### src/rtl/ext_irq_pkg.sv
package ext_irq_pkg;
  localparam int CTRL_W   = 8;
  localparam int PRIO_W   = 3;
  localparam int BIT_REQ  = 3;
  localparam int BIT_POL  = 4;
  localparam int BIT_MODE = 5;

  typedef struct packed {
    logic              level_mode;
    logic              polarity;
    logic              request;
    logic [PRIO_W-1:0] prio;
  } ctrl_view_t;

  function automatic logic [CTRL_W-1:0] pack_ctrl(ctrl_view_t v);
    logic [CTRL_W-1:0] r;
    r                = '0;
    r[PRIO_W-1:0]    = v.prio;
    r[BIT_REQ]       = v.request;
    r[BIT_POL]       = v.polarity;
    r[BIT_MODE]      = v.level_mode;
    return r;
  endfunction
endpackage

### src/rtl/ext_irq_sync.sv
module ext_irq_sync #(
  parameter int WIDTH  = 3,
  parameter int STAGES = 2
) (
  input  logic             clk,
  input  logic             rst_n,
  input  logic [WIDTH-1:0] async_i,
  output logic [WIDTH-1:0] sync_o
);
  logic [WIDTH-1:0] stage_q [STAGES];

  always_ff @(posedge clk) begin
    if (!rst_n) begin
      for (int s = 0; s < STAGES; s++) stage_q[s] <= '0;
    end else begin
      stage_q[0] <= async_i;
      for (int s = 1; s < STAGES; s++) stage_q[s] <= stage_q[s-1];
    end
  end

  assign sync_o = stage_q[STAGES-1];
endmodule

### src/rtl/ext_irq_channel.sv
module ext_irq_channel
  import ext_irq_pkg::*;
(
  input  logic              clk,
  input  logic              rst_n,
  input  logic              pin_sync_i,
  input  logic              wr_hit_i,
  input  logic [CTRL_W-1:0] wr_data_i,
  input  logic              ack_i,
  output logic [CTRL_W-1:0] ctrl_o,
  output logic              req_o,
  output logic [PRIO_W-1:0] prio_o
);
  logic [PRIO_W-1:0] prio_q;
  logic              pol_q;
  logic              lvl_q;
  logic              req_q;
  logic              prev_act_q;

  logic act;
  logic edge_hit;
  logic level_hit;
  logic set_req;
  logic new_pol;

  // polarity 0: high level / falling edge; polarity 1: low level / rising edge
  assign act       = pin_sync_i ^ pol_q;
  assign edge_hit  = !lvl_q && prev_act_q && !act;
  assign level_hit = lvl_q && act;
  assign set_req   = edge_hit || (level_hit && !ack_i);
  assign new_pol   = wr_data_i[BIT_POL];

  always_ff @(posedge clk) begin
    if (!rst_n) begin
      prio_q     <= '0;
      pol_q      <= 1'b0;
      lvl_q      <= 1'b0;
      req_q      <= 1'b0;
      prev_act_q <= 1'b0;
    end else begin
      if (wr_hit_i) begin
        prio_q     <= wr_data_i[PRIO_W-1:0];
        pol_q      <= new_pol;
        lvl_q      <= wr_data_i[BIT_MODE];
        prev_act_q <= pin_sync_i ^ new_pol;
      end else begin
        prev_act_q <= act;
      end

      if (set_req)       req_q <= 1'b1;
      else if (ack_i)    req_q <= 1'b0;
      else if (wr_hit_i) req_q <= wr_data_i[BIT_REQ];
    end
  end

  ctrl_view_t view;
  always_comb begin
    view.level_mode = lvl_q;
    view.polarity   = pol_q;
    view.request    = req_q;
    view.prio       = prio_q;
  end

  assign ctrl_o = pack_ctrl(view);
  assign req_o  = req_q;
  assign prio_o = prio_q;

  a_r3_edge_sets: assert property (@(posedge clk) disable iff (!rst_n)
    edge_hit |=> req_q);

  a_r4_level_sets: assert property (@(posedge clk) disable iff (!rst_n)
    (lvl_q && act && !ack_i) |=> req_q);

  a_r5_ack_clears: assert property (@(posedge clk) disable iff (!rst_n)
    (ack_i && !edge_hit) |=> !req_q);

  a_r8_cfg_quiet: assert property (@(posedge clk) disable iff (!rst_n)
    wr_hit_i |=> (!$stable(pin_sync_i) || !edge_hit));

  a_r9_req_fall_cause: assert property (@(posedge clk) disable iff (!rst_n)
    $fell(req_q) |-> ($past(ack_i) || $past(wr_hit_i)));
endmodule

### src/rtl/ext_irq_detect.sv
module ext_irq_detect
  import ext_irq_pkg::*;
#(
  parameter int NUM_PINS    = 3,
  parameter int SYNC_STAGES = 2,
  localparam int SEL_W      = (NUM_PINS > 1) ? $clog2(NUM_PINS) : 1
) (
  input  logic                       clk,
  input  logic                       rst_n,
  input  logic [NUM_PINS-1:0]        irq_pin_i,
  input  logic                       wr_en_i,
  input  logic [SEL_W-1:0]           wr_sel_i,
  input  logic [CTRL_W-1:0]          wr_data_i,
  input  logic [SEL_W-1:0]           rd_sel_i,
  output logic [CTRL_W-1:0]          rd_data_o,
  input  logic [NUM_PINS-1:0]        irq_ack_i,
  output logic [NUM_PINS-1:0]        irq_req_o,
  output logic [NUM_PINS*PRIO_W-1:0] irq_prio_o
);
  logic [NUM_PINS-1:0] pin_sync;
  logic [CTRL_W-1:0]   ctrl_bank [NUM_PINS];

  ext_irq_sync #(.WIDTH(NUM_PINS), .STAGES(SYNC_STAGES)) u_sync (
    .clk    (clk),
    .rst_n  (rst_n),
    .async_i(irq_pin_i),
    .sync_o (pin_sync)
  );

  for (genvar g = 0; g < NUM_PINS; g++) begin : g_chan
    logic wr_hit;
    assign wr_hit = wr_en_i && (wr_sel_i == SEL_W'(g));

    ext_irq_channel u_chan (
      .clk       (clk),
      .rst_n     (rst_n),
      .pin_sync_i(pin_sync[g]),
      .wr_hit_i  (wr_hit),
      .wr_data_i (wr_data_i),
      .ack_i     (irq_ack_i[g]),
      .ctrl_o    (ctrl_bank[g]),
      .req_o     (irq_req_o[g]),
      .prio_o    (irq_prio_o[g*PRIO_W +: PRIO_W])
    );
  end

  always_comb begin
    rd_data_o = '0;
    for (int i = 0; i < NUM_PINS; i++) begin
      if (rd_sel_i == SEL_W'(i)) rd_data_o = ctrl_bank[i];
    end
  end
endmodule

### config.mk
export PLATFORM = sky130hd
export DESIGN_NAME = ext_irq_detect
export DESIGN_NICKNAME = d
export VERILOG_FILES = /design/src/rtl/ext_irq_pkg.sv /design/src/rtl/ext_irq_sync.sv /design/src/rtl/ext_irq_channel.sv /design/src/rtl/ext_irq_detect.sv
export SDC_FILE = /design/constraint.sdc
export NUM_CORES = 1
export LEC_CHECK = 0
export BUFFER_PORTS_ARGS = -buffer_cell sky130_fd_sc_hd__clkbuf_2
export CORE_UTILIZATION = 53
export CTS_CLUSTER_DIAMETER = 50
export DETAILED_ROUTE_END_ITERATION = 10
export GPL_TIMING_DRIVEN = 0
export PLACE_DENSITY = 0.84
export SLEW_MARGIN = 10
export SYNTH_ARGS = -nofsm -noshare
export SYNTH_HDL_FRONTEND = slang
export SYNTH_SLANG_ARGS = --single-unit
### constraint.sdc
create_clock -name clk -period 2.9 [get_ports clk]
set_input_delay 0.435 -clock clk [delete_from_list [all_inputs] [get_ports clk]]
set_output_delay 0.435 -clock clk [all_outputs]
set_load 0.05 [all_outputs]
==> Word-level counts from Yosys, hierarchy flattened <==
Memory sizes are Yosys's and may differ from the RTL's.
Cells that the tools add are included.
W data, S select, Z words.
{ "totals": {"reg_bits": 21, "n_memories": 1, "elab_cells": 79, "ram_bits": 6} }
{ "op_classes": {"n_bitwise": 8, "reduce_logical": 32, "muxes": 19, "eq_ne": 4} }
{ "mem_list": {"columns": ["memory", "words", "width", "read_ports", "rd_clocked_by_memory_dff", "write_ports", "line_no", "source"], "rows": [
  ["u_sync.stage_q", 2, 3, 2, 0, 2, "ext_irq_sync.sv:10", "logic [WIDTH-1:0] stage_q [STAGES];"]
]} }
{ "op_table": {"columns": ["op", "count"], "rows": [
  ["$mux W8", 2],
  ["$logic_and A1 B1 Y1", 15],
  ["$mux W1", 14],
  ["$logic_not A1 Y1", 9],
  ["$reduce_bool A3 Y1", 3],
  ["$mux W3", 2],
  ["$mux W6", 1],
  ["$xor A1 B1 Y1", 6],
  ["$eq A2 B1 Y1 const B", 2],
  ["$eq A2 B2 Y1 const B", 2],
  ["$logic_not A2 Y1", 2],
  ["$logic_or A1 B1 Y1", 3],
  ["$or A1 B1 Y1", 2]
]} }

==> Depth between registers and ports, before layout <==
An unclocked memory read counts as a cell.
{ "depth": {"depth_word": 6, "ltp_mapped": 4} }

==> By module <==
From an unflattened synthesis, not the netlist that was laid out.
{ "unflattened": {"cells_unflattened": 143, "area_unflattened_um2": 1502.7} }
{ "modules_own_cells": {"columns": ["module", "instances", "cells_each", "seq_area_each_um2", "area_per_inst_um2"], "rows": [
  ["ext_irq_channel", 3, 35, 140.1, 366.6],
  ["ext_irq_detect", 1, 23, 0.0, 222.7],
  ["ext_irq_sync", 1, 15, 120.1, 180.2]
]} }

==> Worst setup path after synthesis <==
No wires, ideal clock.
{ "synth_timing": {"kind": "input-to-output", "startpoint": "in rd_sel_i[0]", "endpoint": "out rd_data_o[0]", "slack_ps": 499, "stages": 3, "arrival_time_ps": 1966, "cell_sequence": "clkbuf_1 mux2i_1 o21ai_0"} }
{ "synth_between": {"elab_chain_len": 4, "elab_cells_between_ends": 6, "classes_between": "eq/ne: 2; mux: 3; reduce/logical: 1"} }
{ "synth_lines": {"columns": ["item", "line_no", "source"], "rows": [
  ["start, declared", "ext_irq_detect.sv:14", "input logic [SEL_W-1:0] rd_sel_i,"],
  ["$logic_not A2 Y1", "ext_irq_detect.sv:50", "if (rd_sel_i == SEL_W'(i)) rd_data_o = ctrl_bank[i];"],
  ["$mux W6", "ext_irq_detect.sv:50", null],
  ["$mux W8", "ext_irq_detect.sv:50", null],
  ["$mux W8 (*)", "ext_irq_detect.sv:50", null],
  ["end, declared", "ext_irq_detect.sv:15", "output logic [CTRL_W-1:0] rd_data_o,"]
]} }
Every way passes the cells marked *; elsewhere a longest branch is shown, timed or not.

==> Worst setup path in the final report <==
{ "layout_timing": {"startpoint": "in rd_sel_i[0]", "endpoint": "out rd_data_o[4]"} }
The elaborated chain is that of the path after synthesis.

==> run summary <==
Synthesis Warnings = 0
Asr flop ratio synth = 0%
Die W = 50.90 µm
Die ar. = 2591 µm²
Syn Area/Cell = 10.14 µm²
Worst-path fanout max = 7
WHS Path Cells = 2
Wire length per cell = 13.13 µm
Initial antenna violation count = 0
Antenna diodes = 0
Synth Area in Simple Gates = 25.07%
Setup ws final = 817.8 ps
Pin count of the biggest net entering global routing = 16
RSZ-0062 raised after global routing = false
# Post-CTS Setup Buffers = 0
CTS Buf Count = 3
Crit path DAT = 1650 ps
Initial DRC Count = 16
DP Worst Slack = 843.0 ps
Final period util = 71.80%
Worst rel slew slack = 66.16%
H-tree depth = 1
Synth Area in Compound Gates = 4.442%
Least-Margin Pin Slew = 507.6 ps
Sw Share = 29.22%
Post-synth top area share = 42.65%
Syn Inst Count = 125
Cell area after placement = 1476 µm²
Gr usage total = 21.91%
Post-Synth XOR/XNOR Area = 2.073%
Clock period minus worst slack = 2082 ps
Sequential area share after synthesis = 42.65%
Setup_tns = 0 ps
Kind of critical path = primary input to output pin
I/O Buffers = 34
Yosys reg bits = 27
Hold worst-path end = u_sync.stage_q[0][2]
Peak Freq = 480.3 MHz
CTS tree = done
Yosys cell types = 16
I/O pins = 41
Via/cell ratio = 5.182
Longest Clk Path Bufs = 2
Commonest cells in the netlist = dfxtp_1 (27), mux2i_1 (27), nor2b_1 (16)
Max-cap viol count = 0
Clock Skew = 5.527 ps
Clock Power Share = 23.6%
Cts hold-fix bufs = 0
Reg2Reg Setup Slack = 1910 ps
Area contributors post-synth = dfxtp_1 (43%), mux2i_1 (21%), nor2b_1 (7.9%)
Worst-Skew Late Latency = 330 ps
Worst vdd ir = 0.0002988 V
Die height = 50.90 µm
Share of layout cells above drive strength 1 = 28.05%
Final Hold Viols = 0
Mux cell area share after synthesis = 21.32%
Core area = 2233 µm²
First-pass GRT wire length = 4146 µm
Final Wtd Congestion = 0.7702
Worst Path Required = 2470 ps
Num Clock Sinks = 27
CP startpoint kind = primary input
Final Max Slew Viols = 0
Number of global-route vias before repair = 917
Post-synth top area cell = dfxtp_1
Initial DRT Pass Iterations = 4
Vias = 995
Post-synth EDFFs = 0
DP HPWL = 1941 µm
Total Wirelength = 2521 µm
Net switching power = 0.2017 mW
FF-to-FF path depth = 3
Flop pwr share = 57.5%
Top_reg_cell synth = dfxtp_1
# resized after CTS = 0
Worst r2r src = g_chan[1].u_chan.pol_q
Clk slew on worst S/H paths = 140 ps
FP Rows = 17
Power Dens Cells = 458.9 nW/µm²
Clock root cell = clkbuf_4
Starting density of the core = 56.75%
Nets = 186
Outcome = completed
Grt ovf = 0
Area growth syn-to-layout = 18.66%
Worst setup EP type = output pin
Comb pwr share = 18.9%
Area share of fa/ha/maj cells after synthesis = 0%
Antenna Nets Post-Route = 0
DRC viols = 0
Hold Crit Start = irq_pin_i[2]
Cell internal pwr = 0.4886 mW
Min-delay worst type = primary input to flop
Largest family of logic cells by synthesized area = simple AND/OR/NAND/NOR gates
Worst r2r dst = g_chan[1].u_chan.req_o
Post-Syn Area = 1267 µm²
Final setup fails = 0
Fin area = 1504 µm²
Static Leak = 0.7355 nW
## state kept, by name, indices dropped and copies added, names as in the netlist
name	flops
g_chan.u_chan.prev_act_q	3
u_sync.stage_q	6
g_chan.u_chan.req_o	3
g_chan.u_chan.prio_o	9
g_chan.u_chan.lvl_q	3
g_chan.u_chan.pol_q	3
## worst max-delay path, cell delays in order
cell and delay [ps]:
clkbuf_1 230, nor2b_1 450, nand2_1 100, o21ai_0 110, clkbuf_2 310
## placed cells by master (no fill, tap or decap)
| master | n |
|---|---|
| clkbuf_1 | 4 |
| nor2b_1 | 16 |
| clkbuf_2 | 34 |
| nand3b_2 | 2 |
| and2_1 | 6 |
| o31a_1 | 3 |
| conb_1 | 2 |
| o21ai_0 | 6 |
| nand2b_1 | 9 |
| clkbuf_4 | 3 |
| nand2_1 | 9 |
| buf_4 | 5 |
| nor3b_4 | 1 |
| dfxtp_1 | 27 |
| and3b_1 | 3 |
| mux2i_1 | 27 |
| clkinv_2 | 1 |
| xnor2_1 | 3 |
| nor3b_1 | 3 |
## power groups by stage
stage                     sequential [mW]  clock, mW  combinational [mW]
final                               0.397      0.163               0.130
after CTS                           0.397      0.171               0.131
after floorplan                     0.417          0              0.0807
after detailed placement            0.405          0               0.130
after global routing                0.399      0.178               0.139
after global placement              0.404          0               0.128
## logic make-up (layout without fill, tap and decap cells)
logic type / after synthesis / count (layout)
other: 1 / 2
multiplexers: 27 / 27
AND/OR/NAND/NOR: 49 / 49
flip-flops: 27 / 27
XOR/XNOR: 3 / 3
AO/OA/AOI/OAI: 9 / 9
buffers and inverters: 9 / 47
## worst max-delay path by stage
stage               depth (start not counted)         from  slack [ps]            to
global placement                            5  rd_sel_i[0]         830  rd_data_o[4]
CTS                                         5  rd_sel_i[0]         860  rd_data_o[4]
detailed placement                          5  rd_sel_i[0]         840  rd_data_o[4]
finish                                      5  rd_sel_i[0]         820  rd_data_o[4]
floorplan                                   3  rd_sel_i[0]         500  rd_data_o[0]
global route                                5  rd_sel_i[0]         670  rd_data_o[5]
## final cells by class
cell class              count  area, µm²
fillers                   198      729.5
multi-input cells          90      678.2
flip-flops and latches     27      540.5
repair buffers             34      170.2
plain buffers               9      52.55
well taps                  28      35.03
clock buffers               3      22.52
clock inverters             1      5.005
## per-layer routing
metal | up-vias | wire length (µm) | track usage (%)
met5 | - | 0 | 0
met2 | 24 | 1255 | 39.04
met4 | 0 | 46 | 10.65
li1 | 493 | - | -
met1 | 472 | 1132 | 25.41
met3 | 6 | 87 | 2.976
## per-stage QoR
step / util [%] / total power [mW] / std cells / hold slack (ps)
after CTS: 67.34 / 0.6986 / 192 / 286.3
after global placement: 66.11 / 0.5317 / 188 / 415.6
after floorplan: - / 0.4978 / 126 / 411.9
after detailed placement: 66.11 / 0.5354 / 188 / 425.0
final: 67.34 / 0.6902 / 192 / 297.9
after global routing: 67.34 / 0.7160 / 192 / 288.6
Note: power is estimated with default switching activity, not from simulation.
